$ cat config.mk
export PLATFORM = sky130hd
export DESIGN_NAME = cascade_ctr
export DESIGN_NICKNAME = d
export VERILOG_FILES = /design/src/rtl/cascade_ctr_pkg.sv /design/src/rtl/cascade_ctr_stage.sv /design/src/rtl/cascade_ctr.sv
export SDC_FILE = /design/constraint.sdc
export NUM_CORES = 1
export LEC_CHECK = 0
export BUFFER_PORTS_ARGS = -buffer_cell sky130_fd_sc_hd__clkbuf_2
export CORE_UTILIZATION = 35
export DETAILED_ROUTE_END_ITERATION = 16
export SETUP_SLACK_MARGIN = 0.15
export SYNTH_ARGS = -nofsm -noshare
export SYNTH_HDL_FRONTEND = slang
export SYNTH_SLANG_ARGS = --single-unit
$ cat constraint.sdc
create_clock -name clk -period 2.3 [get_ports clk]
set_input_delay 0.46 -clock clk [delete_from_list [all_inputs] [get_ports clk]]
set_output_delay 0.46 -clock clk [all_outputs]
set_load 0.03 [all_outputs]
$ cat src/rtl/cascade_ctr_pkg.sv
package cascade_ctr_pkg;

    // Action a counter stage takes on the coming clock edge, in priority order
    typedef enum logic [1:0] {
        ACT_HOLD  = 2'd0,
        ACT_COUNT = 2'd1,
        ACT_LOAD  = 2'd2,
        ACT_CLEAR = 2'd3
    } stage_act_e;

endpackage

$ cat src/rtl/cascade_ctr_stage.sv
module cascade_ctr_stage
    import cascade_ctr_pkg::*;
#(
    parameter int W = 4
) (
    input  logic         clk,
    input  logic         clr,
    input  logic         ld,
    input  logic [W-1:0] d,
    input  logic         cnt_en,
    output logic [W-1:0] q,
    output logic         tc
);

    localparam logic [W-1:0] TOP_VAL = '1;
    localparam logic [W-1:0] ONE     = W'(1);

    stage_act_e act;

    // Choose the action: clear, then load, then count, then hold
    always_comb begin
        if (clr)
            act = ACT_CLEAR;
        else if (ld)
            act = ACT_LOAD;
        else if (cnt_en)
            act = ACT_COUNT;
        else
            act = ACT_HOLD;
    end

    // State register
    always_ff @(posedge clk) begin
        unique case (act)
            ACT_CLEAR: q <= '0;
            ACT_LOAD:  q <= d;
            ACT_COUNT: q <= q + ONE;
            ACT_HOLD:  q <= q;
            default:   q <= q;
        endcase
    end

    // Terminal count: the stage is enabled and holds its largest value
    always_comb begin
        tc = cnt_en & (q == TOP_VAL);
    end

endmodule

$ cat src/rtl/cascade_ctr.sv
module cascade_ctr #(
    parameter int STAGE_W  = 4,
    parameter int N_STAGES = 2
) (
    input  logic                        clk,
    input  logic                        clr,
    input  logic                        ld,
    input  logic [STAGE_W*N_STAGES-1:0] din,
    input  logic                        en,
    output logic [STAGE_W*N_STAGES-1:0] q,
    output logic                        tc
);

    localparam int TOT_W = STAGE_W * N_STAGES;

    // en_chain[i] enables stage i; en_chain[i+1] is the terminal count of stage i
    logic [N_STAGES:0] en_chain;
    logic [TOT_W-1:0]  q_all;

    assign en_chain[0] = en;

    for (genvar i = 0; i < N_STAGES; i++) begin : g_stage
        cascade_ctr_stage #(
            .W (STAGE_W)
        ) u_stage (
            .clk    (clk),
            .clr    (clr),
            .ld     (ld),
            .d      (din[i*STAGE_W +: STAGE_W]),
            .cnt_en (en_chain[i]),
            .q      (q_all[i*STAGE_W +: STAGE_W]),
            .tc     (en_chain[i+1])
        );
    end

    // Output process
    always_comb begin
        q  = q_all;
        tc = en_chain[N_STAGES];
    end

endmodule

# Word level (Yosys, flattened, before mapping)
# Cells that the tools add are included.
[word_totals]
latchBits = 0
out_inout_bits = 9
reg_bits = 8
in_bits = 12
n_memories = 0
word_cells = 24
rom_bits = 0
ramBits = 0
[op_classes]
multipliers = 0
magnitude_cmp = 0
eq_ne = 8
reduce_logical = 2
n_shift = 0
div = 0
add_sub_neg = 2
mux = 8
bitwise = 2
[ops]
columns = ["cell", "count"]
rows = [
  ["one-hot mux 4 bit (3 select lines)", 2],
  ["adder 4 x 1 -> 4 bit, second input constant", 2],
  ["equality test 2 bit, second input constant", 4],
  ["equality test 4 bit, second input constant", 2],
  ["two-way mux 2 bit", 4],
  ["equality test 2 x 1 -> 1 bit, second input constant", 2],
  ["logical NOT 2 bit", 2],
  ["AND 1 bit", 2],
  ["two-way mux 1 bit", 2],
]

# Logic depth before layout (Yosys ltp)
[depth]
depth_word = 7
depth_mapped = 4
mapped_depth_nobuf = 4

# By module
# A second synthesis with hierarchy kept.
[unflattened]
cells_unflattened = 58
hier_area_um2 = 593.1
[by_module_without_submodules]
columns = ["mod", "n_inst", "cells_per_inst", "area_per_inst_um2"]
rows = [
  ["cascade_ctr_stage", 2, 29, 296.5],
]

# Worst setup path after synthesis
# Ideal clock, no wire load.
[synth_timing]
path_kind = "flip-flop to output port"
startpoint = "reg g_stage[0].u_stage.q[0]"
endpoint = "out tc"
t_arrival_ps = 1393
required_ps = 1840
n_path_buf = 0
path_stages_with_launch = 4
path_slack_ps = 447
cell_sequence = "edfxtp_1 ha_1 nand4_2 nor2_1"
[synth_via]
elab_chain_cells = 3
[synth_lines]
columns = ["element", "line_no", "text"]
rows = [
  ["from (decl)", "cascade_ctr_stage.sv:11", "output logic [W-1:0] q,"],
  ["from (signal assigned)", "cascade_ctr_stage.sv:37", "ACT_COUNT: q <= q + ONE;"],
  ["from (signal assigned)", "cascade_ctr_stage.sv:38", "ACT_HOLD: q <= q;"],
  ["from (signal assigned)", "cascade_ctr_stage.sv:39", "default: q <= q;"],
  ["equality test 4 bit", "cascade_ctr_stage.sv:45", "tc = cnt_en & (q == TOP_VAL);"],
  ["AND 1 bit (2 in series)", "cascade_ctr_stage.sv:45", ""],
  ["to (decl)", "cascade_ctr.sv:11", "output logic tc"],
]
# No other way between the ends.

# Worst setup path in the final report
# Ends and elaborated chain as after synthesis.

==> flow_summary.yaml <==
die:
  die_width_um: 38.8
  dieArea_mm2: 0.00150
  start_util: 0.399
  core_area_mm2: 0.00119
  ios: 21
  die_y_um: 38.8
  std_cell_rows: 12
sta:
  fin_setup_tns_ns: 0
  finalWorstSetupSlack_ns: 0.436
  fin_crit_ns: 1.86
  maxClockFrequency_mhz: 537
  final_hold_viol_count: 0
  tightestPinTransition_ns: 0.270
  finalMaxSlewViolations: 0
  fin_crit_sh: 0.810
  fin_skew_ns: 0.0121
  rsz0062_at_grt: "false"
  setup_viol: 0
  relSlewSlack: 0.817
critical_path:
  crit_arrival_ns: 1.40
  crit_path_max_fanout: 6
  required_ns: 1.84
  reg2reg_depth: 4
  setup.worst_path.end_class: "primary output"
  crit_path_start_kind: "flip-flop"
  worstSetupPathType: "flip-flop to primary output"
routing:
  drtIter0Drc: 10
  routedWlPerCell_um: 12.9
  ant_nets: 0
  first_pass_iters: 3
  vias: 407
  wl_um: 1030
  vias_per_cell: 5.09
  route.detailed.drc: 0
final_layout:
  antenna_cells: 0
  nNetsFinal: 82
  largest_reg_flops: 8
  final_util: 0.511
  top_register: "g_stage.u_stage.q"
  largestRegisters: "g_stage.u_stage.q x8"
  syn2layout_area_growth_pct: 28.0
  drive_gt1_frac: 0.364
clock_network:
  post-cts-setup-buffer-count: 0
  cts-buffers-inserted: 3
  clk_pin_slew_ns: 0.06
  max-clock-path-buffers: 2
  cts_root_buf: "clkbuf_4"
  clkLatencyLatePin_ns: 0.26
  htreeDepth: 1
  cts_tree: "yes"
  cts_resized: 0
  ctsHoldBuffers: 0
  cts_sinks: 8
logic_synthesis:
  synth-seq-cells: 8
  async_reset_ff_frac: 0
  ys_types: 16
  netlist_top_cells_count: "edfxtp_1 (8), nor2_1 (6), nand2_1 (5)"
  synth_area_um2: 473
  synth_top_area_share: 0.508
  synth_flop_cell: "edfxtp_1"
  avgSynthCellArea_um2: 10.5
  ys_seq_area_frac: 0.508
  synth_area_leaders: "edfxtp_1 (51%), ha_1 (5.3%), a22oi_1 (4.8%)"
  synth_cells: 45
  yosysWarnings: 0
  yosysMostFrequentCell: "edfxtp_1"
  syn_nets: 59
  synth_edf_count: 8
  synth_area_leader_cell: "edfxtp_1"
place:
  dp_hpwl_um: 795
  port_buffers: 20
  post-place-ws_ns: 0.716
  place_congestion: 0.740
pwr:
  peakVddDrop_uv: 396
  power_leakage_nw: 0.271
  power_density_mw_per_mm2: 617
grt:
  grt_pass1_wl_um: 1550
  grt_pass1_vias: 359
  antenna_found_initial: 0
  grt_overflow: 0
  grt_max_degree: 16
  globalRouteTotalUtil: 0.163
min_path:
  hold_class: "input pin to flip-flop"
  whs_path_depth: 3
status:
  status: "finished, final reports clean"
run:
  cap_violations: 0
layer usage:
| layer | vias up | GRT usage | share of wire |
|---|---|---|---|
| met4 | 0 | 0.0517 | 0.018 |
| li1 | 209 | - | - |
| met3 | 4 | 0.104 | 0.063 |
| met1 | 181 | 0.218 | 0.46 |
| met2 | 13 | 0.208 | 0.45 |
| met5 | - | 0 | 0 |
cells in the final DEF (no fill, tap or decap), drive strengths merged:
cell    netlist  layout
nand4         1       1
a22oi         3       3
o41ai         1       1
nand2         5       5
ha            2       2
nor2          6       6
a21oi         3       3
nand3         3       3
a32o          1       1
edfxtp        8       8
clkbuf        2      23
or3b          1       1
xor2          2       2
or3           3       3
nor2b         2       2
xnor2         2       2
critical path, stage by stage (launching register included):
cell      delay, ns
edfxtp_1       0.40
ha_1           0.22
nand4_2        0.17
nor2_1         0.15
clkbuf_2       0.21
final timing paths:
path / slack (ns) / endpoint / startpoint
worst max register to register: 0.80 / g_stage[1].u_stage.q[1] / g_stage[0].u_stage.q[0]
worst min register to register: 0.76 / g_stage[1].u_stage.q[0] / g_stage[1].u_stage.q[0]
worst min-delay path: 0.47 / g_stage[1].u_stage.q[3] / din[7]
worst max-delay path: 0.44 / tc / g_stage[0].u_stage.q[0]
per-stage QoR:
stage | cells | power, mW | instance area (um^2) | hold WS (ns)
after detailed placement | 77 | 0.267 | 583 | 0.738
after CTS | 80 | 0.378 | 606 | 0.468
after floorplan | 45 | 0.238 | 473 | 0.640
after global placement | 77 | 0.266 | 583 | 0.733
final | 80 | 0.373 | 606 | 0.471
after global routing | 80 | 0.390 | 606 | 0.491
power breakdown:
group / leakage [nW] / internal, mW / switching, mW / total (mW)
Sequential: 0.0885 / 0.175 / 0.0124 / 0.187
Combinational: 0.169 / 0.0277 / 0.0485 / 0.0762
Clock: 0.0138 / 0.0599 / 0.0505 / 0.110
Total: 0.271 / 0.262 / 0.111 / 0.373
cell families (layout without fill, tap and decap cells):
group,after synthesis,in the layout,synth area share
xor+xnor,4,4,0.0741
buf+inv,2,23,0.0159
simple gates,21,21,0.230
compound gates,8,8,0.119
flops,8,8,0.508
fa+ha+maj,2,2,0.0529
cell type report:
cell class	count	area [um^2]
Clock buffer	3	22.5
Sequential cell	8	240
Fill cell	124	581
Multi-Input combinational cell	35	225
Tap cell	14	17.5
Timing Repair Buffer	20	100
Power figures use the tool's default switching activity.
